**src/rtl/eirq_pkg.sv**
```systemverilog
package eirq_pkg;
  localparam int REG_W      = 8;
  localparam int B_MAIN_EN  = 0;
  localparam int B_SEC_EN   = 1;
  localparam int B_MAIN_ACK = 2;
  localparam int B_SEC_ACK  = 3;
  localparam int B_MAIN_FLG = 4;
  localparam int B_SEC_FLG  = 5;
endpackage

```
**src/rtl/eirq_sync.sv**
```systemverilog
module eirq_sync #(
  parameter int WIDTH  = 1,
  parameter int STAGES = 2
) (
  input  logic             clk,
  input  logic             rst_n,
  input  logic [WIDTH-1:0] d,
  output logic [WIDTH-1:0] q
);
  logic [WIDTH-1:0] chain [STAGES];

  genvar s;
  generate
    for (s = 0; s < STAGES; s++) begin : g_stage
      if (s == 0) begin : g_first
        always_ff @(posedge clk or negedge rst_n)
          if (!rst_n) chain[0] <= '1;
          else        chain[0] <= d;
      end else begin : g_next
        always_ff @(posedge clk or negedge rst_n)
          if (!rst_n) chain[s] <= '1;
          else        chain[s] <= chain[s-1];
      end
    end
  endgenerate

  assign q = chain[STAGES-1];
endmodule

```
**src/rtl/eirq_trigger.sv**
```systemverilog
module eirq_trigger #(
  parameter bit LEVEL = 1'b0
) (
  input  logic clk,
  input  logic rst_n,
  input  logic src_n,
  output logic trig
);
  logic prev_n;

  always_ff @(posedge clk or negedge rst_n)
    if (!rst_n) prev_n <= 1'b1;
    else        prev_n <= src_n;

  generate
    if (LEVEL) begin : g_level
      assign trig = ~src_n;
    end else begin : g_edge
      assign trig = prev_n & ~src_n;
    end
  endgenerate
endmodule

```
**src/rtl/eirq_latch.sv**
```systemverilog
module eirq_latch (
  input  logic clk,
  input  logic rst_n,
  input  logic set,
  input  logic clr,
  output logic q
);
  always_ff @(posedge clk or negedge rst_n)
    if (!rst_n)   q <= 1'b0;
    else if (set) q <= 1'b1;
    else if (clr) q <= 1'b0;

  // a set wins over a clear in the same cycle
  a_r11_set_wins: assert property (@(posedge clk) disable iff (!rst_n)
    set |=> q);
  // a clear with no set empties the flag
  a_r4_clear_empties: assert property (@(posedge clk) disable iff (!rst_n)
    (clr && !set) |=> !q);
endmodule

```
**src/rtl/ext_irq_ctrl.sv**
```systemverilog
module ext_irq_ctrl
  import eirq_pkg::*;
#(
  parameter int NUM_PORT      = 4,
  parameter int SYNC_STAGES   = 2,
  parameter bit PORT_GROUP_EN = 1'b1,
  parameter bit LEVEL_TRIG    = 1'b0
) (
  input  logic                clk,
  input  logic                rst_n,
  input  logic                irq_n,
  input  logic [NUM_PORT-1:0] port_n,
  input  logic                sec_n,
  input  logic                vector_fetch,
  input  logic                stop_wait,
  input  logic                wr_en,
  input  logic [REG_W-1:0]    wr_data,
  output logic [REG_W-1:0]    rd_data,
  output logic                irq_req
);
  localparam int PIN_W = NUM_PORT + 2;

  logic [PIN_W-1:0] pins_raw, pins_s;
  logic main_src_n, main_set, main_clr, main_flag;
  logic sec_set, sec_clr, sec_flag;
  logic main_en, sec_en;
  logic unused_wr_hi;

  assign pins_raw = {sec_n, port_n, irq_n};
  assign unused_wr_hi = ^wr_data[REG_W-1:B_SEC_ACK+1];

  eirq_sync #(.WIDTH(PIN_W), .STAGES(SYNC_STAGES)) u_sync (
    .clk(clk), .rst_n(rst_n), .d(pins_raw), .q(pins_s)
  );

  generate
    if (PORT_GROUP_EN) begin : g_group
      assign main_src_n = pins_s[0] & (&pins_s[NUM_PORT:1]);
    end else begin : g_alone
      logic unused_port;
      assign unused_port = ^pins_s[NUM_PORT:1];
      assign main_src_n  = pins_s[0];
    end
  endgenerate

  eirq_trigger #(.LEVEL(LEVEL_TRIG)) u_main_trig (
    .clk(clk), .rst_n(rst_n), .src_n(main_src_n), .trig(main_set)
  );
  eirq_trigger #(.LEVEL(1'b0)) u_sec_trig (
    .clk(clk), .rst_n(rst_n), .src_n(pins_s[PIN_W-1]), .trig(sec_set)
  );

  assign main_clr = (wr_en && wr_data[B_MAIN_ACK]) || (vector_fetch && !sec_en);
  assign sec_clr  = wr_en && wr_data[B_SEC_ACK];

  eirq_latch u_main_flag (
    .clk(clk), .rst_n(rst_n), .set(main_set), .clr(main_clr), .q(main_flag)
  );
  eirq_latch u_sec_flag (
    .clk(clk), .rst_n(rst_n), .set(sec_set), .clr(sec_clr), .q(sec_flag)
  );

  always_ff @(posedge clk or negedge rst_n)
    if (!rst_n) begin
      main_en <= 1'b1;
      sec_en  <= 1'b0;
    end else begin
      if (stop_wait)  main_en <= 1'b1;
      else if (wr_en) main_en <= wr_data[B_MAIN_EN];
      if (wr_en)      sec_en  <= wr_data[B_SEC_EN];
    end

  always_comb begin
    rd_data             = '0;
    rd_data[B_MAIN_EN]  = main_en;
    rd_data[B_SEC_EN]   = sec_en;
    rd_data[B_MAIN_FLG] = main_flag;
    rd_data[B_SEC_FLG]  = sec_flag;
  end

  assign irq_req = (main_flag && main_en) || (sec_flag && sec_en);

  // fetch clears the main flag only while the secondary enable is low
  a_r5_fetch_clears: assert property (@(posedge clk) disable iff (!rst_n)
    (vector_fetch && !sec_en && !main_set) |=> !main_flag);
  a_r5_fetch_keeps: assert property (@(posedge clk) disable iff (!rst_n)
    (vector_fetch && sec_en && main_flag && !wr_en) |=> main_flag);
  // STOP/WAIT forces the main enable, secondary untouched
  a_r7_stop_enables: assert property (@(posedge clk) disable iff (!rst_n)
    stop_wait |=> main_en);
  a_r7_sec_kept: assert property (@(posedge clk) disable iff (!rst_n)
    (stop_wait && !wr_en) |=> $stable(sec_en));
  // a pending, enabled request stays visible to the CPU
  a_r6_req_held: assert property (@(posedge clk) disable iff (!rst_n)
    (main_flag && main_en && !wr_en && !vector_fetch) |=> irq_req);
  // the secondary flag survives anything but its own ack
  a_r10_sec_sticky: assert property (@(posedge clk) disable iff (!rst_n)
    (sec_flag && !(wr_en && wr_data[B_SEC_ACK])) |=> sec_flag);
endmodule

```
**config.mk**
```make
export PLATFORM = sky130hd
export DESIGN_NAME = ext_irq_ctrl
export DESIGN_NICKNAME = d
export VERILOG_FILES = /design/src/rtl/eirq_pkg.sv /design/src/rtl/eirq_sync.sv /design/src/rtl/eirq_trigger.sv /design/src/rtl/eirq_latch.sv /design/src/rtl/ext_irq_ctrl.sv
export SDC_FILE = /design/constraint.sdc
export NUM_CORES = 1
export LEC_CHECK = 0
export BUFFER_PORTS_ARGS = -buffer_cell sky130_fd_sc_hd__buf_2
export CAP_MARGIN = 30
export CORE_MARGIN = 4
export CORE_UTILIZATION = 43
export DETAILED_ROUTE_END_ITERATION = 8
export PLACE_DENSITY = 0.84
export SYNTH_ARGS = -nofsm -noshare
export SYNTH_HDL_FRONTEND = slang
export SYNTH_SLANG_ARGS = --single-unit
```
**constraint.sdc**
```tcl
create_clock -name clk -period 1.1 [get_ports clk]
set_input_delay 0.22 -clock clk [delete_from_list [all_inputs] [get_ports clk]]
set_output_delay 0.22 -clock clk [all_outputs]
set_load 0.02 [all_outputs]
```
==> metrics.txt <==
crit-path cells a22o_1 -> buf_6; ys flop type dfstp_2; Placed Cells 72; Detail Placement HPWL 636.1 µm; hold depth 1; Max Slew Vio Count 0; sequential share of the synthesized area 0.7560; initial antenna violation count 0; diode count 0; nets@finish 83; Crit path arrival time 1.07 ns; cell count after synthesis 43; max_cap viols 0; CTS tree yes; area leader, netlist dfstp_2; top cells by area, synth dfstp_2 64%, dfrtp_1 12%, buf_4 9.7%; area of the core 1334 µm²; H-tree levels 1; CP Launch Type flop; P_leak 0.3591 nW; Fmax 0.7733 GHz; worst-skew pair later-pin latency 0.27 ns; grt ovf 0; overall routing resource usage 0.09076; ys async rst share 1.000; drt first pass iters 2; distinct cell type count after synthesis 14; die height 45.99 µm; RD Place Congestion 0.6391; Worst R2R Setup Slack 0.16 ns; Final period util 1.176; Worst Hold Class input pin to flop; antenna-violating nets left 0; fin area 754.5 µm²; area occupied by multi-input gates 98.84 µm²; vias post-DR 351; worst hold path endpoint u_sync.chain[6]; synth-to-layout area growth 21.57%; Post-synth EDFFs 0; Yosys warnings 0; vias in the first global route 320; first-pass GRT wire length 1.283 mm; clk_skew 0.005745 ns; DR vias/cell 4.500; final hold violations 0; CP Capture Type primary output; status finished with violations; maximum clock path buffer count 2; initial DRC count 2; placed cell areas 685.7 µm²; violated checks setup timing; layout cells sized above 1 0.6190; Port-buffer cells 19; wire per inst 11.05 µm; r2r startpoint u_sync.q[1]; RSZ-0062 raised after global routing true; post-route minimum period 1.293 ns; setup violators final 2; Max IR drop VDD 0.0007285 V; Yosys reg bits 18; post-route non-filler standard cell count 78; Num CTS Buffers 3; Syn Area/Cell 14.43 µm²; Cell Rows 13; Hold Startpoint irq_n; Sink Count 18; Post-Syn Area 620.6 µm²; Routed WL 862 µm; most frequent cell after synthesis dfstp_2; chip width 45.99 µm; # IOs 28; worst setup margin -0.1932 ns; post-synth top area share 0.6351; CP max stage cell dfstp_2; starting density of the core 0.4653; worst reg2reg path depth 3; Setup CP Type flop to primary output; PD cells 1577 nW/µm²; root buffer cell clkbuf_4; worst path required time 0.88 ns; FF-to-FF End u_main_flag.q; die area 2115 µm²; Storage cell area 469.2 µm²; CP Max Fanout 2; critical path's largest stage delay 0.53 ns; Synth top cells by count 15 x dfstp_2, 8 x buf_4, 5 x nand2_1; drt drc 0; Worst-path clk slew 0.09 ns; largest net degree at the start of global routing 19; Layout fillers 126
[cells in the final DEF, fill, tap and decap left out, drive strengths merged]
cell / netlist / routed
a211o: 1 / 1
a22o: 1 / 1
buf: 8 / 20
clkbuf: 0 / 4
conb: 1 / 4
dfrtp: 3 / 3
dfstp: 15 / 15
dlygate4sd3: 0 / 1
inv: 1 / 1
mux2: 1 / 1
nand2: 5 / 5
nand2b: 1 / 1
nand3: 2 / 2
nor2: 1 / 1
nor2b: 1 / 1
o21ai: 2 / 2
[area by class of cell]
class                   count  area share
multi-input cells          19      0.1310
repair buffers             21      0.1824
flip-flops and latches     18      0.6219
well taps                  15     0.02488
clock buffers               4     0.03483
inverters                   1    0.004975
[critical path: cells and delay by family (launching register included)]
family	cells	cell delay [ns]
flip-flops	1	0.53
AO/OA/AOI/OAI	1	0.15
buffers and inverters	1	0.12
[report_power, final]
part / internal [mW] / switching [mW]
Combinational: 0.0679 / 0.0750
Sequential: 0.720 / 0.0182
Clock: 0.140 / 0.168
Total: 0.928 / 0.261
[timing repair]
action                                  4_1_cts  5_1_grt
hold buffers                                  1        0
endpoints found under the hold margin         3        0
resized for setup                             4        4
buffers inserted                              1        0
endpoints found under the setup margin        2        5
[kinds of logic after synthesis]
group           share of synthesized area
other cells                      0.006043
simple gates                      0.07259
flops                              0.7560
buf+inv                            0.1028
compound gates                    0.04436
mux                               0.01814
[routing by layer]
metal | vias up | global-route usage | part of all wire | wire length [µm]
li1 | 167 | - | - | -
met1 | 162 | 0.09114 | 0.32 | 280
met2 | 22 | 0.1566 | 0.52 | 452
met3 | 0 | 0.03557 | 0.15 | 129
met4 | 0 | 0.05114 | 0 | 0
met5 | - | 0 | 0 | 0
[state kept, by name, indices dropped and copies added (netlist names)]
| register | cells |
|---|---|
| u_sync.chain | 6 |
| u_sync.q | 6 |
| main_en | 1 |
| sec_en | 1 |
| u_main_flag.q | 1 |
| u_main_trig.prev_n | 1 |
| u_sec_flag.q | 1 |
| u_sec_trig.prev_n | 1 |
[worst max-delay path by stage]
stage	startpoint	cells after the start	to	slack, ns
finish	main_en	2	irq_req	-0.19
global route	main_en	2	irq_req	-0.25
CTS	main_en	2	irq_req	-0.19
detailed placement	main_en	2	irq_req	0.09
global placement	main_en	2	irq_req	0.10
floorplan	main_en	1	irq_req	0.13
[metrics by stage]
step | setup slack [ns] | util | total power [mW] | hold WS, ns | TNS (ns)
final | -0.1932 | 0.5657 | 1.189 | 0.03082 | -0.3229
after CTS | -0.1902 | 0.5563 | 1.199 | 0.02056 | -0.3375
after detailed placement | 0.09464 | 0.5141 | 0.8645 | 0.1575 | 0
after global routing | -0.2497 | 0.5657 | 1.263 | 0.006733 | -0.4785
after floorplan | 0.1341 | - | 0.8297 | -0.07559 | 0
after global placement | 0.1019 | 0.5141 | 0.8564 | 0.1439 | 0
No activity file was read; power rests on OpenSTA's default activity.
